$ cat src/rtl/pcm_port_pkg.sv
package pcm_port_pkg;
  typedef enum logic [1:0] {
    MODE_FS  = 2'd0,
    MODE_IDL = 2'd1,
    MODE_GCI = 2'd2
  } port_mode_e;

  typedef enum logic [1:0] {
    PWR_DOWN  = 2'd0,
    PWR_GUARD = 2'd1,
    PWR_UP    = 2'd2
  } pwr_state_e;
endpackage

$ cat src/rtl/pcm_edge_reg.sv
module pcm_edge_reg #(
  parameter int W = 3
) (
  input  logic         clk_i,
  input  logic         rst_ni,
  input  logic [W-1:0] d_i,
  output logic [W-1:0] rise_o,
  output logic [W-1:0] chg_o
);
  logic [W-1:0] q;

  for (genvar i = 0; i < W; i++) begin : g_bit
    always_ff @(posedge clk_i or negedge rst_ni) begin
      if (!rst_ni) q[i] <= 1'b0;
      else         q[i] <= d_i[i];
    end
    assign rise_o[i] = d_i[i] & ~q[i];
    assign chg_o[i]  = d_i[i] ^ q[i];
  end
endmodule

$ cat src/rtl/pcm_stall_timer.sv
module pcm_stall_timer #(
  parameter int FRAME_LEN    = 32,
  parameter int STALL_FRAMES = 4
) (
  input  logic clk_i,
  input  logic rst_ni,
  input  logic sync_any_i,
  output logic stall_o
);
  localparam int LIMIT = FRAME_LEN * STALL_FRAMES;
  localparam int CW    = $clog2(LIMIT + 1);

  logic [CW-1:0] cnt_q;

  always_ff @(posedge clk_i or negedge rst_ni) begin
    if (!rst_ni)                 cnt_q <= '0;
    else if (sync_any_i)         cnt_q <= '0;
    else if (cnt_q != CW'(LIMIT)) cnt_q <= cnt_q + CW'(1);
  end

  // a returning sync pre-empts the timeout
  assign stall_o = (cnt_q == CW'(LIMIT)) & ~sync_any_i;
endmodule

$ cat src/rtl/pcm_mode_detect.sv
module pcm_mode_detect
  import pcm_port_pkg::*;
(
  input  logic       clk_i,
  input  logic       rst_ni,
  input  logic       fst_rise_i,
  input  logic       bclkr_i,
  input  logic       bclkr_chg_i,
  input  logic       fsr_i,
  input  logic       fsr_rise_i,
  output port_mode_e mode_o,
  output logic       mute_o,
  output logic       chan_b2_o
);
  port_mode_e mode_q, mode_d;
  logic clk_seen_q, fsr_seen_q, mute_q, chan_q;

  always_comb begin
    mode_d = mode_q;
    if (fst_rise_i) begin
      if (clk_seen_q | bclkr_chg_i) mode_d = MODE_FS;
      else                          mode_d = bclkr_i ? MODE_IDL : MODE_GCI;
    end
  end

  always_ff @(posedge clk_i or negedge rst_ni) begin
    if (!rst_ni) begin
      mode_q     <= MODE_FS;
      clk_seen_q <= 1'b0;
      fsr_seen_q <= 1'b0;
      mute_q     <= 1'b0;
      chan_q     <= 1'b0;
    end else begin
      mode_q <= mode_d;
      chan_q <= (mode_q != MODE_FS) & fsr_i;
      if (fst_rise_i) begin
        clk_seen_q <= 1'b0;
        fsr_seen_q <= 1'b0;
        mute_q     <= (mode_d == MODE_FS) & ~(fsr_seen_q | fsr_i);
      end else begin
        clk_seen_q <= clk_seen_q | bclkr_chg_i;
        fsr_seen_q <= fsr_seen_q | fsr_i;
        if (fsr_rise_i) mute_q <= 1'b0;
      end
    end
  end

  assign mode_o    = mode_q;
  assign mute_o    = mute_q;
  assign chan_b2_o = chan_q;
endmodule

$ cat src/rtl/pcm_power_fsm.sv
module pcm_power_fsm
  import pcm_port_pkg::*;
#(
  parameter int GUARD_FRAMES = 2
) (
  input  logic clk_i,
  input  logic rst_ni,
  input  logic pdi_i,
  input  logic fst_rise_i,
  input  logic stall_i,
  output logic powered_o,
  output logic up_o
);
  localparam int GW = $clog2(GUARD_FRAMES + 1);

  pwr_state_e st_q, st_d;
  logic [GW-1:0] g_q, g_d;

  always_comb begin
    st_d = st_q;
    g_d  = g_q;
    unique case (st_q)
      PWR_DOWN: if (pdi_i && fst_rise_i) begin
        st_d = PWR_GUARD;
        g_d  = '0;
      end
      PWR_GUARD: if (fst_rise_i) begin
        if (g_q == GW'(GUARD_FRAMES - 1)) st_d = PWR_UP;
        else                               g_d  = g_q + GW'(1);
      end
      default: ;
    endcase
    if (!pdi_i)                          st_d = PWR_DOWN;
    else if (stall_i && st_q != PWR_DOWN) st_d = PWR_DOWN;
  end

  always_ff @(posedge clk_i or negedge rst_ni) begin
    if (!rst_ni) begin
      st_q <= PWR_DOWN;
      g_q  <= '0;
    end else begin
      st_q <= st_d;
      g_q  <= g_d;
    end
  end

  assign powered_o = (st_q != PWR_DOWN);
  assign up_o      = (st_q == PWR_UP);
endmodule

$ cat src/rtl/pcm_port_seq.sv
module pcm_port_seq
  import pcm_port_pkg::*;
#(
  parameter int FRAME_LEN    = 32,
  parameter int STALL_FRAMES = 4,
  parameter int GUARD_FRAMES = 2
) (
  input  logic       clk_i,
  input  logic       rst_ni,
  input  logic       pdi_i,
  input  logic       fst_i,
  input  logic       fsr_i,
  input  logic       bclkr_i,
  input  logic       tx_slot_i,
  output logic       dt_oe_o,
  output logic       rx_mute_o,
  output logic       chan_b2_o,
  output logic [1:0] mode_o,
  output logic       powered_o
);
  logic [2:0] rise, chg;
  logic stall, up;
  port_mode_e mode;

  pcm_edge_reg #(.W(3)) u_edges (
    .clk_i (clk_i),
    .rst_ni(rst_ni),
    .d_i   ({bclkr_i, fsr_i, fst_i}),
    .rise_o(rise),
    .chg_o (chg)
  );

  pcm_stall_timer #(.FRAME_LEN(FRAME_LEN), .STALL_FRAMES(STALL_FRAMES)) u_stall (
    .clk_i     (clk_i),
    .rst_ni    (rst_ni),
    .sync_any_i(fst_i | fsr_i),
    .stall_o   (stall)
  );

  pcm_mode_detect u_mode (
    .clk_i      (clk_i),
    .rst_ni     (rst_ni),
    .fst_rise_i (rise[0]),
    .bclkr_i    (bclkr_i),
    .bclkr_chg_i(chg[2]),
    .fsr_i      (fsr_i),
    .fsr_rise_i (rise[1]),
    .mode_o     (mode),
    .mute_o     (rx_mute_o),
    .chan_b2_o  (chan_b2_o)
  );

  pcm_power_fsm #(.GUARD_FRAMES(GUARD_FRAMES)) u_pwr (
    .clk_i     (clk_i),
    .rst_ni    (rst_ni),
    .pdi_i     (pdi_i),
    .fst_rise_i(rise[0]),
    .stall_i   (stall),
    .powered_o (powered_o),
    .up_o      (up)
  );

  assign mode_o  = mode;
  assign dt_oe_o = up & pdi_i & tx_slot_i;
endmodule

$ cat config.mk
export PLATFORM = sky130hd
export DESIGN_NAME = pcm_port_seq
export DESIGN_NICKNAME = d
export VERILOG_FILES = /design/src/rtl/pcm_port_pkg.sv /design/src/rtl/pcm_edge_reg.sv /design/src/rtl/pcm_stall_timer.sv /design/src/rtl/pcm_mode_detect.sv /design/src/rtl/pcm_power_fsm.sv /design/src/rtl/pcm_port_seq.sv
export SDC_FILE = /design/constraint.sdc
export NUM_CORES = 1
export LEC_CHECK = 0
export ABC_AREA = 1
export BUFFER_PORTS_ARGS = -buffer_cell sky130_fd_sc_hd__buf_2
export CORE_MARGIN = 5
export CORE_UTILIZATION = 60
export CTS_BUF_LIST = sky130_fd_sc_hd__clkbuf_2
export CTS_CLUSTER_SIZE = 30
export DETAILED_ROUTE_END_ITERATION = 8
export PLACE_DENSITY_LB_ADDON = 0.15
export RECOVER_POWER = 100
export SLEW_MARGIN = 10
export SYNTH_ARGS = -nofsm -noshare
export SYNTH_HDL_FRONTEND = slang
export SYNTH_SLANG_ARGS = --single-unit
$ cat constraint.sdc
create_clock -name clk_i -period 3.67 [get_ports clk_i]
set_clock_uncertainty 0.05 [all_clocks]
set_input_delay 0.734 -clock clk_i [delete_from_list [all_inputs] [get_ports clk_i]]
set_output_delay 0.734 -clock clk_i [all_outputs]
set_load 0.1 [all_outputs]
# Yosys cells after proc, flatten, opt, wreduce, memory -nomap -nowiden
# Index checks and enable logic that the tools add are counted.
# word_totals
regBits	21
elab_cells	70
output_inout_bits	6
# classes
bitwise_logic	15
n_addsub	2
reduce_logical	11
n_eq_ne	12
mux	19
# op_table
operator	count
$mux W2	11
$mux W8	2
$ne A4 B2 Y1 const B	3
$reduce_bool A2 Y1	5
$add A8 B1 Y8 const B	1
$eq A8 B8 Y1 const B	1
$ne A8 B8 Y1 const B	1
$pmux W2 S2	2
$reduce_and A4 Y1	2
$and A1 B1 Y1	7
$eq A2 B1 Y1 const B	2
$logic_not A2 Y1	2
$mux W1	4
$ne A2 B1 Y1 const B	2
$ne A4 B1 Y1 const B	1
$not A1 Y1	4
$or A1 B1 Y1	3
$add A2 B1 Y2 const B	1
$eq A2 B2 Y1 const B	1
$logic_and A1 B1 Y1	2
$ne A2 B2 Y1 const B	1
$xor A1 B1 Y1	1

# Logic depth before layout (Yosys ltp)
# Gate-level depths: netlist (run 1).
# depth
word_depth	7
depth_mapped	10
mapped_depth_nobuf	10

# By module
# From an unflattened synthesis (run 1), not the netlist that was laid out.
# hier_totals
cells_unflattened	148
hier_area_um2	1122.3
# modules_own_cells
module	area_each_um2	n_inst	cells_per_inst
pcm_stall_timer	488.0	1	69
pcm_power_fsm	252.7	1	38
pcm_mode_detect	229.0	1	25
pcm_edge_reg	135.1	1	12
pcm_port_seq	17.5	1	4

# Worst setup path after synthesis (run 1)
# No wires, ideal clock.
# synth_timing
path_type	input to output
from	input pdi_i
to	output dt_oe_o
arrival_time_ns	2.056
path_slack_ns	0.830
n_path_buf	0
stages	2
path_cell_list	nand2_1 nor2_1
# synth_via
elab_chain_cells	2
# synth_lines
item	line_no	source
start, declared	pcm_port_seq.sv:10	input logic pdi_i,
$and A1 B1 Y1 (2 in series)	pcm_port_seq.sv:64	assign dt_oe_o = up & pdi_i & tx_slot_i;
end, declared	pcm_port_seq.sv:15	output logic dt_oe_o,
# Every way passes these cells.

# Worst setup path after layout (run 1)
# Ends and elaborated chain as after synthesis.

==> flow_metrics.env, run 1 <==
export IMPL_dp_cells=144
export IMPL_diodes=0
export IMPL_avgSynthCellArea_um2=8.93
export IMPL_dr_pass1_iters=5
export IMPL_layout_min_cycle_time_ns=2.67
export IMPL_synth_seq_cells=21
export IMPL_port_buffer_count=12
export IMPL_hold_violations=0
export IMPL_rows=15
export IMPL_ys_warn_count=0
export IMPL_core_area_um2=1670
export IMPL_crit_path_max_fanout=4
export IMPL_cts_tree="done"
export IMPL_min_period_over_period=0.728
export IMPL_start_util=0.615
export IMPL_fin_tns_setup_ns=0
export IMPL_routed_via_density=5.13
export IMPL_final_max_slew_viol_count=0
export IMPL_dieArea_um2=2640
export IMPL_synth_top_area_cell="dfrtp_1"
export IMPL_power_leakage_nw=0.521
export IMPL_synth_flop_cell="dfrtp_1"
export IMPL_gp_congestion=0.840
export IMPL_critPathLaunchType="input pin"
export IMPL_cts_max_level=1
export IMPL_ctsResizeCount=0
export IMPL_status="complete, no violations"
export IMPL_setup_violations_final=0
export IMPL_die_x_um=51.4
export IMPL_crit_type="input pin to primary output"
export IMPL_max_slew_worst_pin_slew_ns=1.17
export IMPL_synth_top_area_frac=0.512
export IMPL_relSlewSlack=0.223
export IMPL_area_growth_pct=6.58
export IMPL_grtUsageTotal=0.160
export IMPL_async_flop_share=1.00
export IMPL_initialDrtViolationCount=13
export IMPL_numCtsBuffers=3
export IMPL_final_cells=148
export IMPL_clk_path_buf_depth=2
export IMPL_powerDensity_nw_per_um2=457
export IMPL_place_hpwl_um=1270
export IMPL_crit_path_end_kind="primary output"
export IMPL_synth_edf_count=0
export IMPL_pre_cts_ws_ns=1.44
export IMPL_synth_area_leaders="dfrtp_1 51%, nand2_1 7.3%, inv_1 6.6%"
export IMPL_drc=0
export IMPL_worst_slack_ns=0.997
export IMPL_ir_worst_vdd_v=0.000328
export IMPL_synth_fp_nets=125
export IMPL_antenna_found_initial=0
export IMPL_rsz0062_at_grt="no"
export IMPL_cts_root_buffer="clkbuf_2"
export IMPL_yosysSeqAreaShare=0.512
export IMPL_synth_commonest_cells="21 x dfrtp_1, 20 x nand2_1, 18 x inv_1, 11 x nor2_1"
export IMPL_required_ns=2.89
export IMPL_postCtsSetupRepairBufs=0
export IMPL_fp_dieH_um=51.4
export IMPL_cts_sinks=21
export IMPL_insertion_delay_ns=0.33
export IMPL_drv_cap=0
export IMPL_arrival_ns=1.89
export IMPL_fill_cells=161
export IMPL_yosysMostFrequentCell="dfrtp_1"
export IMPL_clkTransAtPathRegs_ns=0.19
export IMPL_grt_max_degree=22
export IMPL_io_pins=13
export IMPL_via_count=759
export IMPL_hold_class="flop to flop"
export IMPL_grt_pass1_wl_um=3080
export IMPL_mappedNetlistArea_um2=1030
export IMPL_post_synth_num_cell_types=23
export IMPL_ant_nets=0
export IMPL_synth_cells=115
export IMPL_drt_total_wl_um=1650
export IMPL_grt_pass1_vias=745
export IMPL_hold_buffers=0
export IMPL_overflow=0
export IMPL_wl_per_cell_um=11.2
export IMPL_drive_gt1_frac=0.122
export IMPL_max_freq_mhz=374
export IMPL_nets=142
==> where the power goes <==
group          leakage (nW)  switching [W]  total [W]  internal [W]
Sequential            0.276      0.0000118   0.000263      0.000251
Clock                0.0126      0.0000728  0.0000981     0.0000254
Combinational         0.232       0.000109   0.000139     0.0000305
==> worst max-delay path, cell delays in order <==
cell	delay, ns
buf_2	0.11
nand2_1	0.08
nor2_1	0.10
clkbuf_1	0.86
==> cells by family (layout without fill, tap and decap cells) <==
kind of cell,after synthesis,after routing,synth area share
multiplexers,1,1,0.00974
XOR/XNOR,1,1,0.00853
AND/OR/NAND/NOR,53,53,0.264
adder cells (fa/ha/maj),3,3,0.0365
buffers and inverters,19,35,0.0694
AO/OA/AOI/OAI,17,17,0.0999
flip-flops,21,21,0.512
==> per-layer routing <==
metal,vias to the layer above,part of all wire,track usage
met4,0,0.021,0.0917
met1,346,0.46,0.212
met5,-,0,0
met3,4,0.030,0.0350
met2,12,0.49,0.239
li1,397,-,-
==> path summary, 6_finish.rpt <==
kind                                    endpoint          from  slack (ns)  depth (start not counted)
worst max-delay path                     dt_oe_o         pdi_i         1.0                          4
worst min register to register      u_pwr.g_q[0]  u_pwr.g_q[0]        0.45                          1
worst min-delay path                u_pwr.g_q[0]  u_pwr.g_q[0]        0.45                          1
max in group asynchronous       u_stall.cnt_q[0]        rst_ni        2.40                          1
worst max register to register      u_pwr.g_q[0]  u_edges.q[0]        2.13                          5
min in group asynchronous       u_mode.chan_b2_o        rst_ni        0.50                          1
==> layout by cell type, fill, tap and decap left out <==
master      instances
nand2_1            21
or3_1               1
ha_1                3
clkbuf_2            3
dfrtp_1            21
o211ai_1            2
o22ai_1             1
nor3_1              1
nand3_1             6
clkinvlp_4          1
nand3_2             3
nor2_2              4
mux2i_1             1
o21ai_0             8
xnor2_1             1
nand2_2             1
inv_1              19
a21oi_1             6
clkbuf_1           10
nor2_1             13
buf_2               2
and3_1              1
nand2_4             1
nor2_4              1
==> through the flow <==
| stage | instance area [um^2] | hold slack (ns) | total power (W) | util |
|---|---|---|---|---|
| 2_1_floorplan | 1030 | 0.388 | 0.000388 | - |
| 3_3_place_gp | 1110 | 0.419 | 0.000414 | 0.664 |
| 3_5_place_dp | 1110 | 0.427 | 0.000418 | 0.664 |
| 4_1_cts | 1130 | 0.259 | 0.000518 | 0.677 |
| 5_1_grt | 1090 | 0.421 | 0.000538 | 0.655 |
| 6_report | 1090 | 0.446 | 0.000500 | 0.655 |
==> sequential cells by signal, summed over array words and instances, names as in the netlist <==
register           cells
u_mode.mode_o          2
u_pwr.st_q             2
u_mode.clk_seen_q      1
u_mode.mute_o          1
u_edges.q              3
u_mode.fsr_seen_q      1
u_pwr.g_q              2
u_stall.cnt_q          8
u_mode.chan_b2_o       1
==> final cells by class <==
class                   count  area (um^2)  area share
multi-input cells          75          407       0.371
inverters                  19         71.3      0.0651
clock buffers               3         15.0      0.0137
well taps                  17         21.3      0.0194
clock inverters             1         7.51     0.00686
flip-flops and latches     21          526       0.480
repair buffers             12         47.5      0.0434
Note: power is estimated with default switching activity, not from simulation.
==> inputs of run 2 (changes only) <==
--- a/config.mk
+++ b/config.mk
@@ -5,10 +5,10 @@
 export SDC_FILE = /design/constraint.sdc
 export NUM_CORES = 1
 export LEC_CHECK = 0
-export ABC_AREA = 1
+export ABC_AREA = 0
 export BUFFER_PORTS_ARGS = -buffer_cell sky130_fd_sc_hd__buf_2
 export CORE_MARGIN = 5
-export CORE_UTILIZATION = 60
+export CORE_UTILIZATION = 58
 export CTS_BUF_LIST = sky130_fd_sc_hd__clkbuf_2
 export CTS_CLUSTER_SIZE = 30
 export DETAILED_ROUTE_END_ITERATION = 8
==> constraint.sdc (replaced) <==
create_clock -name clk_i -period 2.54 [get_ports clk_i]
set_clock_uncertainty 0.05 [all_clocks]
set_input_delay 0.508 -clock clk_i [delete_from_list [all_inputs] [get_ports clk_i]]
set_output_delay 0.508 -clock clk_i [all_outputs]
set_load 0.1 [all_outputs]
==> run 2 against run 1 <==
  * Routed wire length is 17% higher
  * Critical path type is now flop to primary output
  * First-iteration DRC count stayed put
  * Clock-buffer cell count is 1 higher
  * Critical endpoint is now mode_o[1]
  * Sequential share of layout area is 1.2 points lower
  * Die area is 4.1% higher
  * Register-to-register slack worse by 1.2 ns
==> flow_metrics.env, run 2 <==
export IMPL_max_slew_worst_pin_slew_ns=1.17
export IMPL_powerDensity_nw_per_um2=598
export IMPL_cts_sinks=21
export IMPL_crit_type="flop to primary output"
export IMPL_insertion_delay_ns=0.30
export IMPL_overflow=0
export IMPL_synth_simple_gate_area_frac=0.215
export IMPL_ctsResizeCount=0
export IMPL_core_area_um2=1730
export IMPL_grt_max_degree=22
export IMPL_yosysMostFrequentCell="dfrtp_1"
export IMPL_p_clk_frac=0.203
export IMPL_synth_seq_cells=21
export IMPL_synth_flop_cell="dfrtp_1"
export IMPL_cts_root_buffer="clkbuf_2"
export IMPL_drv_cap=0
export IMPL_worstReg2RegStart="u_stall.cnt_q[0]"
export IMPL_p_int_w=0.000448
export IMPL_post_synth_num_cell_types=33
export IMPL_cp_num_buf_inv=1
export IMPL_crit_chain="clkbuf_1"
export IMPL_final_max_slew_viol_count=0
export IMPL_cts_tree="done"
export IMPL_required_ns=1.98
export IMPL_switchingPower_w=0.000224
export IMPL_via_count=805
export IMPL_postCtsSetupRepairBufs=0
export IMPL_clkTransAtPathRegs_ns=0.19
export IMPL_yosysSeqAreaShare=0.504
export IMPL_start_util=0.604
export IMPL_ir_worst_vdd_v=0.000433
export IMPL_final_cell_mix="21 x dfrtp_1, 8 x nand2_1, 8 x nor2_1, 8 x clkbuf_1, 7 x a21oi_1"
export IMPL_cp_num_cells=1
export IMPL_rsz0062_at_grt="no"
export IMPL_layout_min_cycle_time_ns=2.16
export IMPL_grtUsageTotal=0.167
export IMPL_hold_ws_ns=0.301
export IMPL_cpLargestDelayFamily="buffers and inverters"
export IMPL_route_top_layer_used="met3"
export IMPL_cp_slowest_stage_delay_ns=0.87
export IMPL_wl_met1_um=901
export IMPL_hold_violations=0
export IMPL_synth_area_leaders="dfrtp_1 50%, ha_1 3.6%, a21oi_1 3.4%"
export IMPL_synth_compound_gate_area_share=0.192
export IMPL_die_x_um=52.4
export IMPL_synthXorXnorAreaFrac=0.0252
export IMPL_wl_met3_um=53
export IMPL_rows=15
export IMPL_area_growth_pct=7.67
export IMPL_routed_via_density=5.75
export IMPL_critPathLaunchType="flop"
export IMPL_combPwrFrac=0.227
export IMPL_hold_class="input pin to async pin"
export IMPL_synth_top_area_frac=0.504
export IMPL_cp_slowest_cell="clkbuf_1"
export IMPL_hold_buffers=0
export IMPL_crit_path_max_fanout=3
export IMPL_crit_path_end_kind="primary output"
export IMPL_clk_path_buf_depth=2
export IMPL_grt_pass1_wl_um=3450
export IMPL_antenna_found_initial=0
export IMPL_ys_warn_count=0
export IMPL_ant_nets=0
export IMPL_final_common_cell="dfrtp_1"
export IMPL_gp_congestion=0.835
export IMPL_fp_dieH_um=52.4
export IMPL_wl_per_cell_um=13.8
export IMPL_regMostFlops="u_stall.cnt_q"
export IMPL_synth_mux_area_frac=0
export IMPL_initialDrtViolationCount=13
export IMPL_cts_max_level=1
export IMPL_mappedNetlistArea_um2=1040
export IMPL_min_period_over_period=0.850
export IMPL_status="complete, no violations"
export IMPL_reg2reg_setup_slack_ns=0.89
export IMPL_max_freq_mhz=463
export IMPL_synth_edf_count=0
export IMPL_rr_endpoint="u_pwr.st_q[0]"
export IMPL_worst_r2r_path_depth=5
export IMPL_swShare=0.333
export IMPL_p_seq_frac=0.571
export IMPL_dieArea_um2=2750
export IMPL_arrival_ns=1.60
export IMPL_numCtsBuffers=3
export IMPL_synth_top_family_by_area="simple AND/OR/NAND/NOR gates"
export IMPL_dr_pass1_iters=4
export IMPL_async_flop_share=1.00
export IMPL_port_buffer_count=12
export IMPL_nets=126
export IMPL_power_leakage_nw=0.488
export IMPL_synthAdderAreaFrac=0.0360
export IMPL_synth_top_area_cell="dfrtp_1"
export IMPL_drc=0
export IMPL_grt_pass1_vias=832
export IMPL_fin_tns_setup_ns=0
export IMPL_setup_violations_final=0
export IMPL_largest_reg_flops=8
export IMPL_wl_met2_um=975
export IMPL_drt_total_wl_um=1930
export IMPL_synth_cells=102
export IMPL_reg_top3="u_stall.cnt_q (8), u_edges.q (3)"
export IMPL_drive_gt1_frac=0.0957
export IMPL_place_hpwl_um=1450
export IMPL_synth_fp_nets=112
export IMPL_diodes=0
export IMPL_io_pins=13
export IMPL_relSlewSlack=0.221
export IMPL_avgSynthCellArea_um2=10.2
export IMPL_synth_commonest_cells="21 x dfrtp_1, 8 x nand2_1, 8 x nor2_1, 7 x a21oi_1"
## run 2: cell types whose count changed after synthesis, sizes merged, moves of 4 or more
cell,delta
a22o,+4
inv,-14
nand2,-15
nand3,-4
nor2,-10
## run 2: worst max-delay path by stage
stage | from | end | slack [ns]
after floorplan | pdi_i | dt_oe_o | 0.18
after global placement | pdi_i | dt_oe_o | 0.65
after detailed placement | pdi_i | dt_oe_o | 0.63
after CTS | u_pwr.st_q[1] | dt_oe_o | 0.47
after global routing | u_mode.mode_o[1] | mode_o[1] | 0.30
final | u_mode.mode_o[1] | mode_o[1] | 0.38
## run 2: power by group through the flow
stage	registers [W]	clock network, W	logic, W
2_1_floorplan	0.000418	0	0.0000907
3_3_place_gp	0.000388	0	0.000153
3_5_place_dp	0.000391	0	0.000157
4_1_cts	0.000384	0.000140	0.000158
5_1_grt	0.000387	0.000158	0.000168
6_report	0.000384	0.000136	0.000152
## run 2: cell type report
class	instances	area, um^2
Timing Repair Buffer	12	50.0
Clock buffer	4	20.0
Inverter	5	18.8
Tap cell	25	31.3
Multi-Input combinational cell	73	478
Sequential cell	21	526
Fill cell	151	603
## run 2: kinds of logic (layout without fill, tap and decap cells)
group | after synthesis | in the layout
xor+xnor | 3 | 3
simple gates | 38 | 38
buf+inv | 8 | 21
flops | 21 | 21
compound gates | 29 | 29
fa+ha+maj | 3 | 3
## run 2: metal layers
| layer | vias up | GRT usage |
|---|---|---|
| met5 | - | 0 |
| met4 | 0 | 0.0383 |
| li1 | 397 | - |
| met2 | 11 | 0.295 |
| met1 | 397 | 0.204 |
| met3 | 0 | 0.0399 |
## run 2: per-stage QoR
stage / cell area (um^2) / total power (W) / util / std cells / setup slack, ns
after CTS: 1150 / 0.000682 / 0.665 / 140 / 0.472
after floorplan: 1050 / 0.000508 / - / 102 / 0.176
after detailed placement: 1130 / 0.000548 / 0.654 / 136 / 0.634
after global placement: 1130 / 0.000541 / 0.654 / 136 / 0.647
after global routing: 1120 / 0.000714 / 0.651 / 140 / 0.300
final: 1120 / 0.000672 / 0.651 / 140 / 0.382
